--- src/rtl/urs_pkg.sv ---
// Shared definitions for the receive status unit: status bit positions that
// software decodes and the request-mode encoding. Assumes a 12-bit status word.
package urs_pkg;
    localparam int STAT_W  = 12;
    localparam int B_OVR   = 4;
    localparam int B_CCD   = 5;
    localparam int B_DCD   = 6;
    localparam int B_RDY   = 7;
    localparam int B_EMPTY = 8;
    localparam int B_FULL  = 9;
    localparam int B_FOVR  = 10;
    localparam int B_IDLE  = 11;

    typedef enum logic [1:0] {
        REQ_OFF  = 2'b00,
        REQ_IRQ  = 2'b01,
        REQ_DMA  = 2'b10,
        REQ_DMA2 = 2'b11
    } req_mode_e;
endpackage

--- src/rtl/urs_flag_bank.sv ---
// Bank of sticky event flags. Each flag sets on its event and clears on a
// write-one request. A set in the same cycle as a clear wins.
// Assumes set_i and clr_i are single-cycle pulses that clk samples.
module urs_flag_bank #(
    parameter int N = 4
) (
    input  logic         clk,
    input  logic         rst_n,
    input  logic [N-1:0] set_i,
    input  logic [N-1:0] clr_i,
    output logic [N-1:0] flag_o
);
    for (genvar i = 0; i < N; i++) begin : g_flag
        // One sticky flag: set has priority over clear.
        always_ff @(posedge clk) begin
            if (!rst_n)          flag_o[i] <= 1'b0;
            else if (set_i[i])   flag_o[i] <= 1'b1;
            else if (clr_i[i])   flag_o[i] <= 1'b0;
        end

        a_r4_set_wins: assert property (@(posedge clk) disable iff (!rst_n)
            set_i[i] |=> flag_o[i]);
        a_r4_clear: assert property (@(posedge clk) disable iff (!rst_n)
            (clr_i[i] && !set_i[i]) |=> !flag_o[i]);
        a_r4_hold: assert property (@(posedge clk) disable iff (!rst_n)
            (!clr_i[i] && !set_i[i]) |=> $stable(flag_o[i]));
    end
endmodule

--- src/rtl/urs_hold_buf.sv ---
// Single-byte holding buffer for non-FIFO mode. It captures a byte only when
// empty, so an arrival while full is reported as overrun and dropped. A read
// releases a good byte. An errored byte is released only by release_i.
module urs_hold_buf #(
    parameter int DW = 8
) (
    input  logic          clk,
    input  logic          rst_n,
    input  logic          load_i,
    input  logic [DW-1:0] data_i,
    input  logic          err_i,
    input  logic          rd_i,
    input  logic          release_i,
    output logic          valid_o,
    output logic          err_o,
    output logic [DW-1:0] data_o,
    output logic          overrun_o
);
    // Overrun: a byte arrives while the previous byte is still held.
    assign overrun_o = load_i && valid_o;

    // Buffer state: capture when empty, otherwise process a release.
    always_ff @(posedge clk) begin
        if (!rst_n) begin
            valid_o <= 1'b0;
            err_o   <= 1'b0;
            data_o  <= '0;
        end else if (load_i && !valid_o) begin
            valid_o <= 1'b1;
            err_o   <= err_i;
            data_o  <= data_i;
        end else if (valid_o && !err_o && rd_i) begin
            valid_o <= 1'b0;
        end else if (valid_o && err_o && release_i) begin
            valid_o <= 1'b0;
            err_o   <= 1'b0;
        end
    end

    a_r2_keep_held: assert property (@(posedge clk) disable iff (!rst_n)
        (valid_o && load_i && !rd_i && !release_i) |=> (valid_o && $stable(data_o)));
    a_r8_err_needs_release: assert property (@(posedge clk) disable iff (!rst_n)
        (valid_o && err_o && !release_i) |=> valid_o);
endmodule

--- src/rtl/urs_req_gen.sv ---
// Request generator: forms the registered interrupt and DMA request lines
// from the current status word, the enable word and the request mode.
// Both outputs lag the status word by one cycle.
module urs_req_gen
    import urs_pkg::*;
(
    input  logic              clk,
    input  logic              rst_n,
    input  logic [STAT_W-1:0] status_i,
    input  logic [STAT_W-1:0] int_en_i,
    input  logic [1:0]        req_mode_i,
    output logic              irq_o,
    output logic              dma_o
);
    req_mode_e mode;
    logic      err_hit;
    logic      rdy_irq;
    logic      rdy_dma;

    // Decode the mode and the enabled sources.
    always_comb begin
        mode    = req_mode_e'(req_mode_i);
        err_hit = |(status_i[B_DCD:B_OVR] & int_en_i[B_DCD:B_OVR]);
        rdy_irq = status_i[B_RDY] && (mode == REQ_IRQ) && int_en_i[B_RDY];
        rdy_dma = status_i[B_RDY] && (mode == REQ_DMA || mode == REQ_DMA2);
    end

    // Register both request lines.
    always_ff @(posedge clk) begin
        if (!rst_n) begin
            irq_o <= 1'b0;
            dma_o <= 1'b0;
        end else begin
            irq_o <= err_hit || rdy_irq;
            dma_o <= rdy_dma;
        end
    end

    a_r11_off_mode: assert property (@(posedge clk) disable iff (!rst_n)
        (req_mode_i == 2'b00) |=> !dma_o);
    a_r11_dma_follows: assert property (@(posedge clk) disable iff (!rst_n)
        (status_i[B_RDY] && req_mode_i[1]) |=> dma_o);
    a_r10_quiet: assert property (@(posedge clk) disable iff (!rst_n)
        (!status_i[B_RDY] && (status_i[B_DCD:B_OVR] & int_en_i[B_DCD:B_OVR]) == 3'b000) |=> !irq_o);
endmodule

--- src/rtl/uart_rx_status_unit.sv ---
// Receive status unit top. It assembles the status word from the sticky error
// flags, the holding buffer and the registered FIFO monitors, and drives the
// request lines. Assumes that fifo_level never exceeds DEPTH and that
// rx_strobe lasts one cycle per byte.
module uart_rx_status_unit
    import urs_pkg::*;
#(
    parameter int DEPTH = 8,
    parameter int DW    = 8,
    localparam int LVL_W = $clog2(DEPTH + 1)
) (
    input  logic              clk,
    input  logic              rst_n,
    input  logic              rx_strobe,
    input  logic [DW-1:0]     rx_byte,
    input  logic              rx_frame_ok,
    input  logic              dcd_in,
    input  logic              rx_line_idle,
    input  logic [DW-1:0]     ctrl_char,
    input  logic              fifo_mode,
    input  logic [LVL_W-1:0]  fifo_level,
    input  logic [LVL_W-1:0]  fifo_trig,
    input  logic [1:0]        req_mode,
    input  logic [STAT_W-1:0] int_en,
    input  logic              rd_strobe,
    input  logic              wr_en,
    input  logic [STAT_W-1:0] wr_data,
    output logic [STAT_W-1:0] status,
    output logic [DW-1:0]     hold_data,
    output logic              irq,
    output logic              dma_req
);
    localparam logic [LVL_W-1:0] FULL_LVL = LVL_W'(DEPTH);

    logic       full_now;
    logic       hb_load;
    logic       hb_valid;
    logic       hb_err;
    logic       hb_ovr;
    logic [3:0] ev_set;
    logic [3:0] ev_clr;
    logic [3:0] ev_flag;
    logic       mode_q, rdy_fifo_q, empty_q, full_q, idle_q;

    // Decode the events produced by the current strobe and write.
    always_comb begin
        full_now = (fifo_level == FULL_LVL);
        hb_load  = rx_strobe && !fifo_mode;
        ev_set[0] = fifo_mode ? (rx_strobe && full_now) : hb_ovr;
        ev_set[1] = rx_strobe && (rx_byte == ctrl_char);
        ev_set[2] = rx_strobe && dcd_in;
        ev_set[3] = rx_strobe && fifo_mode && full_now;
        ev_clr    = {wr_data[B_FOVR], wr_data[B_DCD], wr_data[B_CCD], wr_data[B_OVR]}
                    & {4{wr_en}};
    end

    urs_flag_bank #(.N(4)) u_flags (
        .clk    (clk),
        .rst_n  (rst_n),
        .set_i  (ev_set),
        .clr_i  (ev_clr),
        .flag_o (ev_flag)
    );

    urs_hold_buf #(.DW(DW)) u_hold (
        .clk       (clk),
        .rst_n     (rst_n),
        .load_i    (hb_load),
        .data_i    (rx_byte),
        .err_i     (!rx_frame_ok || dcd_in),
        .rd_i      (rd_strobe),
        .release_i (wr_en && wr_data[B_DCD]),
        .valid_o   (hb_valid),
        .err_o     (hb_err),
        .data_o    (hold_data),
        .overrun_o (hb_ovr)
    );

    // Register the occupancy monitors and the buffering mode.
    always_ff @(posedge clk) begin
        if (!rst_n) begin
            mode_q     <= 1'b0;
            rdy_fifo_q <= 1'b0;
            empty_q    <= 1'b1;
            full_q     <= 1'b0;
            idle_q     <= 1'b0;
        end else begin
            mode_q     <= fifo_mode;
            rdy_fifo_q <= (fifo_level != '0) && (fifo_level >= fifo_trig);
            empty_q    <= (fifo_level == '0);
            full_q     <= full_now;
            idle_q     <= rx_line_idle;
        end
    end

    // Assemble the status word.
    always_comb begin
        status          = '0;
        status[B_OVR]   = ev_flag[0];
        status[B_CCD]   = ev_flag[1];
        status[B_DCD]   = ev_flag[2];
        status[B_RDY]   = mode_q ? rdy_fifo_q : hb_valid;
        status[B_EMPTY] = empty_q;
        status[B_FULL]  = full_q;
        status[B_FOVR]  = ev_flag[3];
        status[B_IDLE]  = idle_q;
    end

    urs_req_gen u_req (
        .clk        (clk),
        .rst_n      (rst_n),
        .status_i   (status),
        .int_en_i   (int_en),
        .req_mode_i (req_mode),
        .irq_o      (irq),
        .dma_o      (dma_req)
    );

    a_r9_empty_full_excl: assert property (@(posedge clk) disable iff (!rst_n)
        !(status[B_EMPTY] && status[B_FULL]));
    a_r3_fifo_overrun: assert property (@(posedge clk) disable iff (!rst_n)
        (rx_strobe && fifo_mode && full_now) |=> (status[B_OVR] && status[B_FOVR]));
    a_r6_carrier: assert property (@(posedge clk) disable iff (!rst_n)
        (rx_strobe && dcd_in) |=> status[B_DCD]);
    a_r8_errored_not_read: assert property (@(posedge clk) disable iff (!rst_n)
        (hb_valid && hb_err && !wr_en) |=> hb_valid);
endmodule

--- config.mk ---
export PLATFORM = sky130hd
export DESIGN_NAME = uart_rx_status_unit
export DESIGN_NICKNAME = d
export VERILOG_FILES = /design/src/rtl/urs_pkg.sv /design/src/rtl/urs_flag_bank.sv /design/src/rtl/urs_hold_buf.sv /design/src/rtl/urs_req_gen.sv /design/src/rtl/uart_rx_status_unit.sv
export SDC_FILE = /design/constraint.sdc
export NUM_CORES = 1
export LEC_CHECK = 0
export BUFFER_PORTS_ARGS = -buffer_cell sky130_fd_sc_hd__buf_2
export CORE_ASPECT_RATIO = 0.7
export CORE_MARGIN = 2
export CORE_UTILIZATION = 45
export CTS_BUF_LIST = sky130_fd_sc_hd__clkbuf_2 sky130_fd_sc_hd__clkbuf_4 sky130_fd_sc_hd__clkbuf_8
export DETAILED_ROUTE_END_ITERATION = 12
export PLACE_DENSITY = 0.95
export SLEW_MARGIN = 20
export SYNTH_ARGS = -nofsm -noshare
export SYNTH_HDL_FRONTEND = slang
export SYNTH_HIERARCHICAL = 1
export SYNTH_SLANG_ARGS = --single-unit
--- constraint.sdc ---
create_clock -name clk -period 1.7 [get_ports clk]
set_input_delay 0.17 -clock clk [delete_from_list [all_inputs] [get_ports clk]]
set_output_delay 0.17 -clock clk [all_outputs]
set_load 0.01 [all_outputs]
# Yosys cells after proc, flatten, opt, wreduce, memory -nomap -nowiden
# Cells that the tools add are included.
# Widths: inputs -> output; s select.
[totals]
register_bits = 21
inputBits = 59
[classes]
magnitude_cmp = 1
n_eq_ne = 6
muxes = 15
n_reduce_logical = 34
n_bitwise = 2
[op_table]
columns = ["cell", "count"]
rows = [
  ["$logic_and 1x1->1", 17],
  ["$mux 1", 15],
  ["$reduce_bool 2->1", 5],
  ["$eq 8x8->1", 1],
  ["$and 4x4->4", 1],
  ["$eq 2x2->1 const B", 2],
  ["$eq 4x4->1 const B", 1],
  ["$ge 4x4->1", 1],
  ["$logic_not 1->1", 4],
  ["$logic_not 4->1", 1],
  ["$reduce_bool 4->1", 1],
  ["$and 3x3->3", 1],
  ["$logic_or 1x1->1", 3],
  ["$reduce_bool 3->1", 1],
  ["$reduce_or 3->1", 1],
  ["$eq 2x1->1 const B", 1],
  ["$ne 2x1->1 const B", 1],
  ["$reduce_and 2->1", 1],
]

# Logic depth before layout (Yosys ltp)
# Gate-level depths: netlist of run 1.
[logic_depth]
ltp_word = 5
ltp_mapped = 6

# Modules after synthesis
# The synthesis of run 1 kept the hierarchy.
[modules_own_cells]
columns = ["module", "n_inst", "seq_area_each_um2", "area_each_um2", "cells_each"]
rows = [
  ["uart_rx_status_unit", 1, 100.1, 452.9, 53],
  ["urs_hold_buf", 1, 200.2, 425.4, 47],
  ["urs_flag_bank", 1, 80.1, 165.2, 12],
  ["urs_req_gen", 1, 40.0, 72.6, 6],
]

# Worst setup path after synthesis of run 1
# No wires, ideal clock.
[synth_path]
kind = "input to register"
startpoint = "input port fifo_level[0]"
endpoint = "register rdy_fifo_q"
path_slack_ps = 544
stages = 6
required_ps = 1567
arrival_time_ps = 1024
cell_sequence = "inv_1 > ha_1 > nand2b_1 > a21o_1 > a211oi_1 > nor3_1"
[synth_via]
elab_chain_len = 2
[synth_rtl]
columns = ["item", "line_no", "rtl"]
rows = [
  ["start: declaration", "uart_rx_status_unit.sv:21", "input logic [LVL_W-1:0] fifo_level,"],
  ["$ge 4x4->1 / $reduce_bool 4->1 (equally long branches)", "uart_rx_status_unit.sv:89", "rdy_fifo_q <= (fifo_level != '0) && (fifo_level >= fifo_trig);"],
  ["$logic_and 1x1->1 *", "uart_rx_status_unit.sv:89", ""],
  ["end signal: assignment", "uart_rx_status_unit.sv:89", ""],
  ["end: declaration", "uart_rx_status_unit.sv:43", "logic mode_q, rdy_fifo_q, empty_q, full_q, idle_q;"],
]
# Every way passes the cells marked *; elsewhere a longest branch is shown, timed or not.
# A chain may end at the register's enable or synchronous reset.

# Worst setup path in the final report of run 1
[layout_path]
startpoint = "register mode_q"
endpoint = "output port status[7]"
[layout_via]
elab_chain_len = 1
[layout_rtl]
columns = ["item", "line_no", "rtl"]
rows = [
  ["start: declaration", "uart_rx_status_unit.sv:43", ""],
  ["start signal: assignment", "uart_rx_status_unit.sv:88", "mode_q <= fifo_mode;"],
  ["$mux 1", "uart_rx_status_unit.sv:102", "status[B_RDY] = mode_q ? rdy_fifo_q : hb_valid;"],
  ["end: declaration", "uart_rx_status_unit.sv:28", "output logic [STAT_W-1:0] status,"],
]
# Every way passes these cells.

==> summary.txt, run 1 <==
Route
  • DRC Markers: 0
  • Pre-antenna DRT Iters: 4
  • Final WL: about 2.4 mm
  • WL met3: around 160 um
  • Post-DR vias/cell: 4.63
  • Drt initial violations: 30
  • Uppermost layer routed: met4
  • Final ANT Viol Nets: 0
  • Post-DR wirelength/cell: ~11 um
  • DR WL met2: ~1.1 mm
  • WL met1: approximately 1.1 mm
  • Via Count: 973

GRT
  • GRT overflow: 0
  • First-pass GRT wire length: 3.71 mm
  • Vias in the first global route: 847
  • Initial antenna violation count: 0
  • Largest net degree at the start of global routing: 22
  • Total global-route track usage: between 15 and 20%

Setup path
  • Max FO, Critical Path: 3
  • Crit Path Class: flip-flop to output port
  • R2R cell count: 3
  • Worst reg2reg startpoint: u_hold/valid_o$_SDFFE_PN0P_
  • CP Data Arrival Time: ~1.1 ns
  • Worst setup endpoint: status[7]
  • RR Endpoint: u_hold/data_o[3]$_SDFFE_PN0P_
  • Setup crit start: mode_q$_SDFF_PN0_
  • Critical path launch point type: flip-flop
  • CP Capture Type: output port
  • Worst path required time: ~1.5 ns
  • Worst reg2reg setup slack: 0.60 ns

Synth
  • Share of the synthesized area in the top cell type: between 30% and 40%
  • Post-synth top flop: dfxtp_1
  • Mean post-synth cell area: 9.46 um^2
  • Yosys Warn Count: 6
  • EDFF count, synth: 0
  • Cells after Synth: roughly 120
  • Count of cell types in the netlist: 33
  • Register area share after synthesis: between 30% and 40%
  • Area of the mapped netlist: 1120 um^2
  • Async SR Flop Fraction: 0%
  • Main area contributors after synthesis: dfxtp_1 38%, a21boi_2 8.1%, nand2_1 6.1%
  • Cell taking the most area after synthesis: dfxtp_1
  • FF+latch count, synth: 21

Die
  • Die ar.: between 2000 and 3000 um^2
  • Core Area: roughly 2400 um^2
  • Initial core utilization: 46.5%
  • Rows: 15
  • Die Ht: between 40 and 50 um
  • Io pins: between 80 and 90
  • Die W: roughly 64 um

Hold path
  • Worst hold path depth: 2
  • Tightest Hold Check Type: input pin to flip-flop

Placed design
  • Port Buffers: 60
  • Routability congestion estimate from global placement: 0.838
  • Final HPWL DP: between 1.5 and 2 mm
  • Dpl cells: around 210
  • Pre-CTS WS: between 0.3 and 0.4 ns

Layout
  • Antenna Cells: 0
  • Area occupied by multi-input gates: ~620 um^2
  • Regs by FF count: u_hold/data_o (8), u_flags/flag_o (4)
  • Max reg flops: 8
  • Fin cells: 210
  • Reg area: approximately 420 um^2
  • Share of cells above drive strength 1: 44.9%
  • Area Overhead vs Synth: 28.7%
  • Register with the most flip-flops: u_hold/data_o
  • Final core occ: 59.8%
  • Number of fill cells: around 250
  • Final #Nets: 240

Outcome
  • Status: finished clean

Pwr
  • VDD IR-drop max: 0.345 mV
  • Power Dens Cells: roughly 670 nW/um^2
  • Leakage Power: between 0.7 and 0.8 nW

STA
  • Slew Limit Fails: 0
  • Achievable Freq: between 0.7 and 0.8 GHz
  • Min cycle time layout: ~1.3 ns
  • Setup_tns: 0 ns
  • Final Skew: roughly 0.0015 ns
  • RSZ-0062 raised after global routing: false
  • Fin crit share: 76.5%
  • Final worst slack: 0.400 ns
  • Final hold vios: 0
  • Hold Slack: 0.0670 ns
  • Final setup viols: 0

CTS
  • Hold buffers post-CTS: 0
  • Worst skew pair latency: around 0.3 ns
  • Post-CTS Setup Bufs: 0
  • Num CTS Buffers: 3
  • Clock Root Buffer: clkbuf_4
  • Clk slew on worst S/H paths: about 0.11 ns
  • Clk sinks: 21
  • Bufs on Longest Clock Path: 2
  • CTS tree: yes
  • H-tree depth: 1
  • CTS-repair resized insts: 0

Flow run
  • Max-cap violations: 0
[cell families after synthesis]
group | after synthesis | share of synthesized area [%]
AOI/OAI and AO/OA | 19 | 15.6
xor gates and xnor gates | 8 | 6.28
adders and majority gates | 4 | 4.48
buffers and inverters | 15 | 7.85
DFF | 21 | 37.7
muxes | 2 | 1.91
other | 1 | 0.336
and+or+nand+nor | 48 | 25.9
[power by group]
part	internal [W]	switching (W)	total, W
registers	0.000514	0.0000106	0.000525
clock network	0.0000877	0.000150	0.000238
logic	0.0000979	0.0000956	0.000193
[worst max-delay path: stages, from the launching register on]
cell and delay (ns):
dfxtp_1 0.33, mux2_2 0.35, buf_2 0.14
[area by class of cell]
class,count,area share [%]
inverters,5,1.31
clock inverters,1,0.348
repair buffers,61,21.4
multi-input cells,85,43.1
clock buffers,3,1.57
well taps,34,2.96
flip-flops and latches,21,29.3
[worst min path at each step]
stage	slack [ns]	startpoint	to
final	0.07	rx_line_idle	idle_q$_SDFF_PN0_
after floorplan	0.26	rst_n	empty_q$_SDFF_PN1_
after CTS	0.06	rx_line_idle	idle_q$_SDFF_PN0_
after global routing	0.05	rx_line_idle	idle_q$_SDFF_PN0_
after global placement	0.38	rx_line_idle	idle_q$_SDFF_PN0_
after detailed placement	0.38	rx_line_idle	idle_q$_SDFF_PN0_
[synthesized netlist by cell type, drive strengths merged (2+ instances only)]
master	n
inv	5
o21a	4
nor4	2
dfxtp	21
a21o	2
nand3	2
buf	9
nor3	2
and2	8
nand2b	3
xor2	7
nor2b	7
a21boi	9
nand2	18
ha	4
and3	2
[layout by cell type (no fill, tap or decap)]
cell type   n
o41ai_1     1
xnor2_1     1
and3_1      2
a21oi_1     1
nor2b_1     3
buf_2      60
nor2b_4     4
nand3_1     2
clkinv_2    1
ha_1        4
a21o_1      2
a21boi_1    1
nand4_1     1
xor2_1      7
nand2_1    18
conb_1      4
nor3_1      2
inv_1       5
nor2_1      1
o21a_1      4
buf_4       1
and4_1      1
nand2b_1    3
clkbuf_4    3
mux2_2      1
a222oi_1    1
nor4_2      1
nand4b_1    1
nor4_1      1
mux2i_1     1
dfxtp_1    21
a211oi_1    1
and2_1      8
a21boi_2    8
[routing by layer]
metal	vias to the layer above	global-route usage, %
met4	0	5.22
met1	438	21.7
met2	32	28.8
met3	2	5.45
li1	501	-
met5	-	0
[stage by stage]
| step | area, um^2 | power (W) |
|---|---|---|
| global placement | 1410 | 0.000726 |
| detailed placement | 1410 | 0.000731 |
| floorplan | 1130 | 0.000649 |
| finish | 1440 | 0.000956 |
| global route | 1440 | 0.00101 |
| CTS | 1440 | 0.000971 |
(Power assumes the default switching activity.)
==> run 2, diff against run 1 <==
CORE_UTILIZATION = 41   (was 45)
PLACE_DENSITY = 0.89   (was 0.95)
clock period = 1.2 ns   (was 1.7 ns; I/O delays follow)
==> summary.txt, run 2 (synthesis gave the netlist of run 1 again) <==
Pwr
  • Leakage Power: 0.751 nW (+4.8%)
  • VDD IR-drop max: 0.694 mV (+100%)
  • Power, Total: 0.00149 W (+56%)
  • Power Dens Cells: 992 nW/um^2 (+49%)

Layout
  • Most frequent cells in the layout: 60 x buf_2, 19 x dfxtp_1, 18 x nand2_1, 8 x and2_1, 8 x a21boi_2
  • Share of cells above drive strength 1: 47.5% (+2.6 points)
  • Fin cells: 215 (+2.4%)
  • Final instance area: 1500 um^2 (+4.4%)
  • Area Overhead vs Synth: 34.3%
  • Number of fill cells: 246 (-1.2%)
  • Regs by FF count: u_hold/data_o (8), u_flags/flag_o (4)
  • Antenna Cells: 0 (unchanged)
  • Final #Nets: 245 (+2.1%)
  • Max reg flops: 8 (unchanged)
  • Leading cell type in the layout, fill and taps excluded: buf_2
  • Register with the most flip-flops: u_hold/data_o

Route
  • Post-DR wirelength/cell: 11.5 um (+1.7%)
  • DRC Markers: 0 (unchanged)
  • Final WL: 2.46 mm (+4.1%)
  • Post-DR vias/cell: 4.60 (-0.82%)
  • Final ANT Viol Nets: 0 (unchanged)
  • Via Count: 988 (+1.5%)
  • Pre-antenna DRT Iters: 4 (unchanged)
  • Drt initial violations: 48 (+60%)

STA
  • Final setup viols: 0 (unchanged)
  • Min cycle time layout: between 1 and 1.5 ns
  • Final Skew: 0.000922 ns (-0.000619 ns)
  • Achievable Freq: roughly 0.87 GHz
  • Slew Limit Fails: 0 (unchanged)
  • Final worst slack: 0.0553 ns (-0.345 ns)
  • RSZ-0062 raised after global routing: false
  • Fin crit share: roughly 95%
  • Final hold vios: 0 (unchanged)

Die
  • Io pins: 81 (unchanged)
  • Die W: 66.4 um (+4.5%)
  • Initial core utilization: 44.4% (-2.1 points)
  • Rows: 15 (unchanged)
  • Core Area: 2510 um^2 (+4.7%)
  • Die Ht: 47.7 um (+4.3%)
  • Die ar.: 3160 um^2 (+9.0%)

Setup path
  • Critical-path cell list: mux2_4, buf_2
  • CP Capture Type: output port
  • Critical path launch point type: flip-flop
  • Worst path slowest cell: dfxtp_2
  • Delay-heaviest family, CP: flip-flops
  • Crit Path Class: flip-flop to output port
  • Crit path buffers/inverters: 1 (unchanged)
  • Max FO, Critical Path: 3 (unchanged)
  • Worst path max stage delay: 0.33 ns (-0.02 ns)
  • Worst path required time: 1.08 ns (-0.45 ns)
  • CP Data Arrival Time: 1.02 ns (-0.11 ns)

CTS
  • Clk sinks: 21 (unchanged)
  • Bufs on Longest Clock Path: 2 (unchanged)
  • Num CTS Buffers: 3 (unchanged)
  • Hold buffers post-CTS: 0 (unchanged)
  • Post-CTS Setup Bufs: 0 (unchanged)
  • CTS tree: yes
  • Clock Root Buffer: clkbuf_8
  • Clk slew on worst S/H paths: 0.07 ns (-0.04 ns)
  • Worst skew pair latency: 0.25 ns (-0.05 ns)
  • H-tree depth: 1 (unchanged)

Placed design
  • Routability congestion estimate from global placement: 0.808 (-3.5%)
  • Final HPWL DP: 2.00 mm (+4.1%)
  • Dpl cells: 211 (+2.4%)
  • Pre-CTS WS: -0.0907 ns (-0.445 ns)
  • Port Buffers: 60 (unchanged)
  • Dpl cell area: 1450 um^2 (+2.7%)

GRT
  • Vias in the first global route: 801 (-5.4%)
  • Total global-route track usage: 16.0% (-1.2 points)
  • Largest net degree at the start of global routing: 17 (-23%)
  • GRT overflow: 0 (unchanged)
  • Initial antenna violation count: 0 (unchanged)
  • First-pass GRT wire length: 3.66 mm (-1.3%)

Hold path
  • Tightest Hold Check Type: input pin to flip-flop

Flow run
  • Max-cap violations: 0 (unchanged)

Outcome
  • Status: finished clean
## run 2: changes by cell type in the layout (fill, tap and decap cells not counted), sizes merged
cell,delta
buf,+5
## run 2: layout make-up
class	instances	area, um^2	area share (%)
Inverter	5	18.8	1.25
Multi-Input combinational cell	85	623	41.6
Clock inverter	1	5.00	0.334
Clock buffer	3	41.3	2.75
Timing Repair Buffer	66	345	23.0
Tap cell	34	42.5	2.84
Sequential cell	21	423	28.2
## run 2: repair_timing
item,CTS,global route
resized for setup,0,3
setup endpoints to repair,0,1
endpoints found under the hold margin,0,0
## run 2: path summary, 6_finish.rpt
kind / startpoint / endpoint / slack [ns] / cells after the start
setup / recovery: mode_q$_SDFF_PN0_ / status[7] / 0.06 / 2
hold / removal: rx_line_idle / idle_q$_SDFF_PN0_ / 0.07 / 2
setup reg to reg: u_hold/valid_o$_SDFFE_PN0P_ / u_hold/data_o[3]$_SDFFE_PN0P_ / 0.16 / 3
hold reg to reg: u_hold/data_o[4]$_SDFFE_PN0P_ / u_hold/data_o[4]$_SDFFE_PN0P_ / 0.46 / 2
## run 2: stage by stage
| step | utilization (%) | setup TNS (ns) | hold slack [ns] |
|---|---|---|---|
| after global placement | 57.5 | -0.152 | 0.329 |
| after floorplan | - | 0 | 0.209 |
| after global routing | 59.6 | 0 | 0.0552 |
| after CTS | 59.4 | 0 | 0.0656 |
| after detailed placement | 57.5 | -0.175 | 0.337 |
| final | 59.6 | 0 | 0.0696 |
## run 2: routing by layer
layer / track usage, % / part of all wire [%]
met3: 4.71 / 7.5
met4: 4.90 / 0.77
met1: 21.7 / 48
met2: 25.0 / 44
met5: 0 / 0
## run 2: power by group
part	switching, W	internal [W]	total [W]
combinational	0.000140	0.000151	0.000291
clock	0.000222	0.000231	0.000453
sequential	0.0000142	0.000729	0.000743
==> run 3, diff against run 2 <==
PLACE_DENSITY = 0.84   (was 0.89)
==> summary.txt, run 3 (synthesis gave the netlist of run 1 again) <==
Layout
  • Max reg flops: 8 (unchanged)
  • Leading cell type in the layout, fill and taps excluded: buf_2
  • Most frequent cells in the layout: 60 x buf_2, 19 x dfxtp_1, 18 x nand2_1, 8 x and2_1, 8 x a21boi_2
  • Fin cells: 211 (-1.9%)
  • Share of cells above drive strength 1: 46.3% (-1.2 points)
  • Area Overhead vs Synth: 31.6%
  • Final core occ: 58.4% (-1.2 points)
  • Final #Nets: 241 (-1.6%)
  • Regs by FF count: u_hold/data_o (8), u_flags/flag_o (4)
  • Number of fill cells: 237 (-3.7%)
  • Register with the most flip-flops: u_hold/data_o
  • Antenna Cells: 0 (unchanged)

CTS
  • Clock Root Buffer: clkbuf_8
  • CTS-repair resized insts: 1 (+1)
  • CTS tree: yes
  • Bufs on Longest Clock Path: 2 (unchanged)
  • Worst skew pair latency: 0.26 ns (about the same)
  • Post-CTS Setup Bufs: 0 (unchanged)
  • Hold buffers post-CTS: 0 (unchanged)
  • Num CTS Buffers: 3 (unchanged)
  • Clk sinks: 21 (unchanged)
  • Clk slew on worst S/H paths: 0.08 ns (about the same)
  • H-tree depth: 1 (unchanged)

STA
  • Slew Limit Fails: 0 (unchanged)
  • Min cycle time layout: 1.16 ns (+0.0189 ns)
  • Final setup viols: 0 (unchanged)
  • Achievable Freq: 0.859 GHz (-1.6%)
  • Worst slew pin tran: slightly below 0.5 ns
  • Final Skew: 0.00463 ns (+0.00371 ns)
  • Fin crit share: 97.0% (+1.6 points)
  • Final hold vios: 0 (unchanged)
  • RSZ-0062 raised after global routing: false
  • Max-slew headroom: between 60% and 70%

Placed design
  • Dpl cells: 207 (-1.9%)
  • Final HPWL DP: 2.17 mm (+8.6%)
  • Port Buffers: 60 (unchanged)
  • Routability congestion estimate from global placement: 0.709 (-12%)

Route
  • Post-DR vias/cell: 4.79 (+4.2%)
  • Drt initial violations: 42 (-13%)
  • Via Count: 1010 (+2.2%)
  • Post-DR wirelength/cell: 12.1 um (+6.1%)
  • DRC Markers: 0 (unchanged)
  • Final ANT Viol Nets: 0 (unchanged)
  • Pre-antenna DRT Iters: 4 (unchanged)
  • Final WL: 2.56 mm (+4.1%)

GRT
  • Largest net degree at the start of global routing: 22 (+5)
  • First-pass GRT wire length: 3.90 mm (+6.6%)
  • Initial antenna violation count: 0 (unchanged)
  • Vias in the first global route: 929 (+16%)
  • GRT overflow: 0 (unchanged)
  • Total global-route track usage: 16.2% (+0.24 points)

Pwr
  • VDD IR-drop max: 0.461 mV (-34%)
  • Power Dens Cells: 1020 nW/um^2 (+2.5%)
  • Leakage Power: 0.732 nW (-2.6%)
  • Power, Total: 0.00149 W (+0.48%)

Die
  • Die ar.: 3160 um^2 (unchanged)
  • Die W: 66.4 um (unchanged)
  • Rows: 15 (unchanged)
  • Io pins: 81 (unchanged)
  • Core Area: 2510 um^2 (unchanged)
  • Initial core utilization: 44.4% (unchanged)
  • Die Ht: 47.7 um (unchanged)

Setup path
  • Critical-path cell list: mux2_4, buf_2
  • Worst path max stage delay: 0.35 ns (+0.02 ns)
  • CP Capture Type: output port
  • Critical path launch point type: flip-flop
  • Crit path buffers/inverters: 1 (unchanged)
  • Worst path required time: 1.08 ns (about the same)
  • CP Data Arrival Time: 1.04 ns (+0.02 ns)
  • Delay-heaviest family, CP: flip-flops
  • Worst path slowest cell: dfxtp_2
  • Crit Path Class: flip-flop to output port
  • Max FO, Critical Path: 6 (+3)

Flow run
  • Max-cap violations: 0 (unchanged)

Outcome
  • Status: finished clean

Hold path
  • Tightest Hold Check Type: input pin to flip-flop
[run 3: path summary, 6_finish.rpt]
check / from / to / slack, ns / cells after the start
min: rx_line_idle / idle_q$_SDFF_PN0_ / 0.07 / 2
max: u_hold/valid_o$_SDFFE_PN0P_ / status[7] / 0.04 / 2
max reg2reg: u_flags/flag_o[0]$_SDFFE_PN0P_ / u_req/irq_o$_SDFF_PN0_ / 0.13 / 2
min reg2reg: u_hold/data_o[4]$_SDFFE_PN0P_ / u_hold/data_o[4]$_SDFFE_PN0P_ / 0.47 / 2
[run 3: metal layers]
metal,part of all wire (%),global-route usage (%),wire length [um],vias to the layer above
met5,0,0,0,-
met4,0.82,3.67,21,0
met3,5.3,3.76,135,4
met2,53,31.8,1370,31
met1,41,18.5,1040,473
li1,-,-,-,502
[run 3: cell type report]
class	instances	area, um^2	share of cell area [%]
multi-input combinational	85	623	42.4
sequential	21	423	28.8
clock buffer	3	41.3	2.81
inverter	5	18.8	1.28
tap	34	42.5	2.90
clock inverter	1	5.00	0.341
timing repair buffer	62	315	21.5
[run 3: per-stage QoR]
| step | setup TNS [ns] | instance area (um^2) | setup slack [ns] | hold WS (ns) |
|---|---|---|---|---|
| finish | 0 | 1470 | 0.0363 | 0.0696 |
| detailed placement | -0.118 | 1420 | -0.0910 | 0.350 |
| floorplan | 0 | 1130 | 0.0938 | 0.209 |
| global placement | -0.0784 | 1420 | -0.0409 | 0.331 |
| global route | 0 | 1470 | 0.00363 | 0.0739 |
| CTS | 0 | 1470 | 0.0204 | 0.0746 |
[run 3: worst reg2reg max path, delay by kind of cell, from the launching register on]
kind               cells  cell delay [ns]
AOI/OAI and AO/OA      2             0.62
DFF                    1             0.33
[run 3: power by group]
group          internal [W]  total (W)  switching (W)
clock              0.000232   0.000469       0.000237
sequential         0.000729   0.000744      0.0000155
combinational      0.000143   0.000281       0.000139
total               0.00110    0.00149       0.000391
